File: src/rtl/scsi_cmd_pkg.sv
package scsi_cmd_pkg;

   localparam int A_OWNID  = 'h00;
   localparam int A_LUN    = 'h0F;
   localparam int A_TC0    = 'h12;
   localparam int A_TC1    = 'h13;
   localparam int A_TC2    = 'h14;
   localparam int A_DEST   = 'h15;
   localparam int A_STATUS = 'h17;
   localparam int A_CMD    = 'h18;
   localparam int A_AUX    = 'h1F;

   localparam logic [7:0] ST_RESET      = 8'h00;
   localparam logic [7:0] ST_RESET_ADV  = 8'h01;
   localparam logic [7:0] ST_SEL_TMO    = 8'h42;
   localparam logic [7:0] ST_XFER_DONE  = 8'h16;

   localparam int AUX_INT = 7;
   localparam int AUX_BSY = 5;
   localparam int AUX_CIP = 4;
   localparam int AUX_DBR = 0;

   typedef enum logic [2:0] {
      OP_NONE,
      OP_RESET,
      OP_ATN,
      OP_DISC,
      OP_SEL,
      OP_SELX
   } op_e;

   typedef enum logic [1:0] {
      PH_STATUS = 2'd0,
      PH_EXEC   = 2'd1,
      PH_DATA   = 2'd2,
      PH_DATA2  = 2'd3
   } phase_e;

endpackage

File: src/rtl/scd_decode.sv
module scd_decode
   import scsi_cmd_pkg::*;
(
   input  logic [7:0] code,
   output op_e        op,
   output logic       with_atn
);
   always_comb begin
      op       = OP_NONE;
      with_atn = 1'b0;
      case (code)
         8'h00: op = OP_RESET;
         8'h02: op = OP_ATN;
         8'h04: op = OP_DISC;
         8'h06: begin op = OP_SEL;  with_atn = 1'b1; end
         8'h07: op = OP_SEL;
         8'h08: begin op = OP_SELX; with_atn = 1'b1; end
         8'h09: op = OP_SELX;
         default: op = OP_NONE;
      endcase
   end
endmodule

File: src/rtl/scd_select_eval.sv
module scd_select_eval #(
   parameter int ID_W    = 3,
   parameter int MAX_DEV = 7
) (
   input  logic [ID_W-1:0]      id,
   input  logic                 dev_busy,
   input  logic [(1<<ID_W)-1:0] present,
   input  logic [(1<<ID_W)-1:0] busy,
   output logic                 ok
);
   localparam int NTGT = 1 << ID_W;

   logic in_range;
   if (MAX_DEV >= NTGT) begin : g_all_ids
      assign in_range = 1'b1;
   end else begin : g_limited
      assign in_range = (int'(id) < MAX_DEV);
   end

   assign ok = !dev_busy && in_range && present[id] && !busy[id];
endmodule

File: src/rtl/scsi_cmd_dispatch.sv
module scsi_cmd_dispatch
   import scsi_cmd_pkg::*;
#(
   parameter int ADDR_W       = 5,
   parameter int ID_W         = 3,
   parameter int MAX_DEV      = 7,
   parameter bit ADV_RESET_EN = 1'b1,
   parameter int ADV_BIT      = 3
) (
   input  logic                 clk,
   input  logic                 rst_n,
   input  logic [ADDR_W-1:0]    host_addr,
   input  logic [7:0]           host_wdata,
   input  logic                 host_we,
   output logic [7:0]           host_rdata,
   input  logic [(1<<ID_W)-1:0] tgt_present,
   input  logic [(1<<ID_W)-1:0] tgt_busy,
   input  logic [1:0]           tgt_phase,
   input  logic [7:0]           tgt_status,
   output logic [ID_W-1:0]      sel_target,
   output logic                 link_active,
   output logic [ID_W-1:0]      link_id,
   output logic                 ident_valid,
   output logic [7:0]           ident_byte
);
   localparam int NTGT = 1 << ID_W;

   if (ADDR_W < 5) begin : g_bad_addr
      $error("scsi_cmd_dispatch: ADDR_W must be at least 5");
   end
   if (ID_W < 1 || ID_W > 3) begin : g_bad_id
      $error("scsi_cmd_dispatch: ID_W must be 1 to 3");
   end
   if (MAX_DEV < 1 || MAX_DEV > NTGT) begin : g_bad_dev
      $error("scsi_cmd_dispatch: MAX_DEV out of range");
   end
   if (ADV_BIT < 0 || ADV_BIT > 7) begin : g_bad_adv
      $error("scsi_cmd_dispatch: ADV_BIT out of range");
   end

   logic [7:0]      own_q, lun_q, dest_q, status_q, cmd_q, aux_q;
   logic [7:0]      tc_q [3];
   logic            pend_q, dev_busy_q, link_q;
   logic [ID_W-1:0] link_id_q, sel_q;
   logic            ident_v_q;
   logic [7:0]      ident_b_q;

   op_e             op;
   logic            op_atn;
   logic            sel_ok;
   logic [7:0]      rst_code;
   logic [ID_W-1:0] dest_id;
   logic            wr_cmd, accept;

   assign dest_id = dest_q[ID_W-1:0];
   assign wr_cmd  = host_we && (host_addr == ADDR_W'(A_CMD));
   assign accept  = wr_cmd && !aux_q[AUX_CIP];

   scd_decode u_dec (
      .code     (cmd_q),
      .op       (op),
      .with_atn (op_atn)
   );

   scd_select_eval #(.ID_W(ID_W), .MAX_DEV(MAX_DEV)) u_sel (
      .id       (dest_id),
      .dev_busy (dev_busy_q),
      .present  (tgt_present),
      .busy     (tgt_busy),
      .ok       (sel_ok)
   );

   if (ADV_RESET_EN) begin : g_adv_reset
      assign rst_code = own_q[ADV_BIT] ? ST_RESET_ADV : ST_RESET;
   end else begin : g_plain_reset
      assign rst_code = ST_RESET;
   end

   always_ff @(posedge clk or negedge rst_n) begin
      if (!rst_n) begin
         own_q      <= '0;
         lun_q      <= '0;
         dest_q     <= '0;
         status_q   <= '0;
         cmd_q      <= '0;
         aux_q      <= '0;
         for (int i = 0; i < 3; i++) tc_q[i] <= '0;
         pend_q     <= 1'b0;
         dev_busy_q <= 1'b0;
         link_q     <= 1'b0;
         link_id_q  <= '0;
         sel_q      <= '0;
         ident_v_q  <= 1'b0;
         ident_b_q  <= '0;
      end else begin
         ident_v_q <= 1'b0;
         pend_q    <= accept;
         if (accept) cmd_q <= host_wdata;
         if (host_we) begin
            if (host_addr == ADDR_W'(A_OWNID)) own_q   <= host_wdata;
            if (host_addr == ADDR_W'(A_LUN))   lun_q   <= host_wdata;
            if (host_addr == ADDR_W'(A_DEST))  dest_q  <= host_wdata;
            if (host_addr == ADDR_W'(A_TC0))   tc_q[0] <= host_wdata;
            if (host_addr == ADDR_W'(A_TC1))   tc_q[1] <= host_wdata;
            if (host_addr == ADDR_W'(A_TC2))   tc_q[2] <= host_wdata;
         end
         if (pend_q) begin
            case (op)
               OP_RESET: begin
                  lun_q  <= '0;
                  dest_q <= '0;
                  for (int i = 0; i < 3; i++) tc_q[i] <= '0;
                  if (!accept) cmd_q <= '0;
                  status_q   <= rst_code;
                  link_q     <= 1'b0;
                  dev_busy_q <= 1'b0;
               end
               OP_DISC: begin
                  link_q     <= 1'b0;
                  dev_busy_q <= 1'b0;
               end
               OP_SEL: begin
                  sel_q    <= dest_id;
                  for (int i = 0; i < 3; i++) tc_q[i] <= '0;
                  status_q <= ST_SEL_TMO;
                  aux_q    <= 8'h1 << AUX_INT;
               end
               OP_SELX: begin
                  sel_q <= dest_id;
                  if (sel_ok) begin
                     if (op_atn) begin
                        ident_v_q <= 1'b1;
                        ident_b_q <= lun_q | 8'h80;
                     end
                     case (phase_e'(tgt_phase))
                        PH_STATUS: begin
                           lun_q      <= tgt_status;
                           status_q   <= ST_XFER_DONE;
                           link_q     <= 1'b0;
                           dev_busy_q <= 1'b0;
                        end
                        PH_EXEC: begin
                           aux_q      <= (8'h1 << AUX_CIP) | (8'h1 << AUX_BSY);
                           dev_busy_q <= 1'b1;
                           link_q     <= 1'b1;
                           link_id_q  <= dest_id;
                        end
                        default: begin
                           aux_q      <= (8'h1 << AUX_CIP) | (8'h1 << AUX_BSY)
                                         | (8'h1 << AUX_DBR);
                           dev_busy_q <= 1'b0;
                           link_q     <= 1'b1;
                           link_id_q  <= dest_id;
                        end
                     endcase
                  end else begin
                     for (int i = 0; i < 3; i++) tc_q[i] <= '0;
                     status_q <= ST_SEL_TMO;
                     aux_q    <= 8'h1 << AUX_INT;
                  end
               end
               default: ;
            endcase
         end
      end
   end

   always_comb begin
      host_rdata = '0;
      if      (host_addr == ADDR_W'(A_OWNID))  host_rdata = own_q;
      else if (host_addr == ADDR_W'(A_LUN))    host_rdata = lun_q;
      else if (host_addr == ADDR_W'(A_TC0))    host_rdata = tc_q[0];
      else if (host_addr == ADDR_W'(A_TC1))    host_rdata = tc_q[1];
      else if (host_addr == ADDR_W'(A_TC2))    host_rdata = tc_q[2];
      else if (host_addr == ADDR_W'(A_DEST))   host_rdata = dest_q;
      else if (host_addr == ADDR_W'(A_STATUS)) host_rdata = status_q;
      else if (host_addr == ADDR_W'(A_CMD))    host_rdata = cmd_q;
      else if (host_addr == ADDR_W'(A_AUX))    host_rdata = aux_q;
   end

   assign sel_target  = sel_q;
   assign link_active = link_q;
   assign link_id     = link_id_q;
   assign ident_valid = ident_v_q;
   assign ident_byte  = ident_b_q;
endmodule

File: config.mk
export PLATFORM = sky130hd
export DESIGN_NAME = scsi_cmd_dispatch
export DESIGN_NICKNAME = d
export VERILOG_FILES = /design/src/rtl/scsi_cmd_pkg.sv /design/src/rtl/scd_decode.sv /design/src/rtl/scd_select_eval.sv /design/src/rtl/scsi_cmd_dispatch.sv
export SDC_FILE = /design/constraint.sdc
export NUM_CORES = 1
export LEC_CHECK = 0
export CORE_MARGIN = 2
export CORE_UTILIZATION = 54
export CTS_CLUSTER_SIZE = 28
export DETAILED_ROUTE_END_ITERATION = 10
export PLACE_DENSITY_LB_ADDON = 0.15
export SKIP_LAST_GASP = 1
export SLEW_MARGIN = 25
export SYNTH_ARGS = -nofsm -noshare
export SYNTH_HDL_FRONTEND = slang
export SYNTH_HIERARCHICAL = 1
export SYNTH_SLANG_ARGS = --single-unit
File: constraint.sdc
create_clock -name clk -period 3.35 [get_ports clk]
set_input_delay 0.5025 -clock clk [delete_from_list [all_inputs] [get_ports clk]]
set_output_delay 0.5025 -clock clk [all_outputs]
set_load 0.01 [all_outputs]
==> run metrics <==
vias in the first global route=3773; Top FF cell, synth=dfrtp_1; sw frac=29.1%; FMAX=0.309 GHz; WP data arrival=2.74 ns; RSZ-0062 raised after global routing=true; P&R area growth vs syn=24.3%; Clk Latency, worst-skew pair=0.36 ns; area share of the largest cell type after synthesis=46.7%; YS warnings=6; Setup WS post-layout=0.109 ns; total power=2340 uW; Startpoint Class=input pin; Routed Antenna Nets=0; Setup-failing EPs final=0; Placed Area=5180 sq um; maximum VDD drop=0.000257 V; maximum clock insertion buffer count=2; Synthesized Nets=481; initial antenna violation count=0; Port Buffers=63; worst-margin pin slew=0.735 ns; die extent in x=93.7 microns; Psw=680 uW; WP buf/inv=3; clock network fraction of total power=31.0%; # hold bufs at CTS=0; count of cell types in the netlist=63; Fin. Hold Viols=0; min cycle time layout=3.24 ns; share of layout cells above drive strength 1=14.3%; post-route cell area=5400 sq um; Comb power frac=16.5%; area of the mapped netlist=4340 sq um; CTS Buf Count=9; drt pass-1 iters=5; most common cell after layout, fill and taps aside=dfrtp_1; Nets=553; Reg power frac=52.4%; largest net degree at the start of global routing=82; register area share after synthesis=46.7%; Area contributors post-synth=dfrtp_1, mux2i_1, mux2_2; Place WS=0.0723 ns; status=finished, final reports clean; Gate Count Post-Synth=439; Worst-path clk slew=0.08 ns; critical path required time=2.85 ns; Root Buffer=clkbuf_8; Via density=6.07; most used cell along the critical path=clkdlybuf4s50_1; CP max FO=21; die span in y=93.7 microns; Placer Congestion=0.922; CP max-delay cell=clkdlybuf4s50_1; critical path's top delay family=buffers and inverters; first-pass GRT wire length=19.6 mm; CTS tree=yes; crit-path max cell delay=0.56 ns; wire per inst=19.6 microns; slew margin rel.=51.0%; total power per unit cell area=433 nW/um^2; IO Count=66; Clock Skews=0.0158 ns; Overall Global Routing Usage=29.6%; DRC=0; Internal Pwr Total=1660 uW; DP HPWL=8.74 mm; Initial DRC Count=229; Tcrit/Tclk final=96.7%; initial core utilization=55.9%; leakage dissipation=0.00240 uW; Max Slew Vio Count=0; site row count=32; most frequent cells in the layout=dfrtp_1, clkdlybuf4s50_1, nand2_1; Overflow after GRT=0; largest area contributor in the netlist=dfrtp_1; final core utilization=69.5%; flops & latches, synth=81; EDFF count, synth=0; final WL=12.1 mm; worst-path cell chain=clkdlybuf4s50_1 > buf_4 > or3_1 > o22ai_1 > nand2_1 > o221ai_1 > a22o_1 > clkdlybuf4s50_1; Max Cap Viol=0; Antenna Cells=0; die area=8780 sq um; Syn Area/Cell=9.90 sq um; HP Class=in2async; core box area=7770 sq um; clk sinks=81; htree depth=3; Crit Path Class=in2out; asr flop ratio synth=100%; vias=3750; Crit. End Element=primary output
-- sequential cells by signal, summed over array words and instances (netlist names) --
name,count
tc_q,24
cmd_q,8
dest_q,8
ident_byte,8
lun_q,8
own_q,8
status_q,4
aux_q,3
link_id,3
sel_target,3
dev_busy_q,1
ident_valid,1
link_active,1
pend_q,1
-- Yosys cell counts, drive strengths merged, types with 2 or more instances --
| library cell | number |
|---|---|
| o22ai | 6 |
| a22o | 3 |
| mux2 | 24 |
| o221ai | 3 |
| clkbuf | 6 |
| a211oi | 2 |
| buf | 20 |
| o211ai | 3 |
| dfrtp | 81 |
| a21oi | 22 |
| nor3b | 3 |
| nand3b | 4 |
| or2 | 2 |
| a221oi | 2 |
| a22oi | 6 |
| o32ai | 4 |
| a221o | 2 |
| nand2b | 6 |
| nor2b | 10 |
| o221a | 2 |
| nand3 | 19 |
| nor3 | 7 |
| o2bb2ai | 9 |
| inv | 10 |
| nand2 | 52 |
| and3 | 4 |
| nor4 | 2 |
| a31oi | 5 |
| o21ai | 22 |
| nor4bb | 3 |
| nor2 | 43 |
| mux2i | 33 |
-- worst register-to-register path: cells and delay by family, from the launching register on --
kind	cells	cell delay [ns]
buffers and inverters	1	0.21
DFF	1	0.41
and+or+nand+nor	4	1.25
AOI/OAI and AO/OA	1	0.35
muxes	1	0.39
-- repair_timing --
| action | 4_1_cts | 5_1_grt |
|---|---|---|
| buffers inserted | 0 | 0 |
| gates resized for setup | 0 | 3 |
| setup endpoints to repair | 0 | 4 |
-- power groups by stage --
stage | registers [uW] | clock network, uW | logic [uW]
floorplan | 1190 | 0 | 229
global placement | 1230 | 0 | 371
detailed placement | 1240 | 0 | 387
CTS | 1220 | 740 | 387
global route | 1240 | 783 | 430
finish | 1230 | 726 | 386
-- through the flow --
stage | TNS, ns | hold WS, ns | std cells
3_3_place_gp | 0 | 0.452 | 602
4_1_cts | 0 | 0.354 | 618
2_1_floorplan | 0 | 0.207 | 439
5_1_grt | -0.0195 | 0.236 | 618
3_5_place_dp | 0 | 0.470 | 602
6_report | 0 | 0.178 | 618
-- cell families after synthesis --
logic type | after synthesis | synth area share, %
multiplexers | 57 | 13.8
flip-flops | 81 | 46.7
AND/OR/NAND/NOR | 164 | 19.6
AO/OA/AOI/OAI | 100 | 15.8
buffers and inverters | 36 | 3.97
XOR/XNOR | 1 | 0.202
-- routing by layer --
metal | vias to the layer above | wire (microns) | share of wire (%) | GRT usage (%)
li1 | 1734 | - | - | -
met1 | 1850 | 5300 | 44 | 40.8
met2 | 136 | 5720 | 47 | 46.3
met3 | 30 | 720 | 5.9 | 4.90
met4 | 0 | 379 | 3.1 | 13.0
met5 | - | 0 | 0 | 0
-- final cells by class --
cell class | count | area [sq um]
clock buffers | 10 | 138
flip-flops and latches | 81 | 2030
repair buffers | 87 | 842
well taps | 102 | 128
inverters | 10 | 37.5
clock inverters | 6 | 67.6
fillers | 578 | 2370
multi-input cells | 322 | 2160
-- path summary, 6_finish.rpt --
path | end | cells past startpoint | from | slack [ns]
worst max-delay path | host_rdata[1] | 8 | host_addr[0] | 0.11
worst min-delay path | tc_q[4] | 1 | rst_n | 0.18
min in group clk | ident_byte[7] | 1 | ident_byte[7] | 0.49
worst max register to register | link_id[2] | 7 | cmd_q[5] | 0.62
worst min register to register | ident_byte[7] | 1 | ident_byte[7] | 0.49
max in group asynchronous | own_q[5] | 1 | rst_n | 2.66
Power figures use the tool's default switching activity.
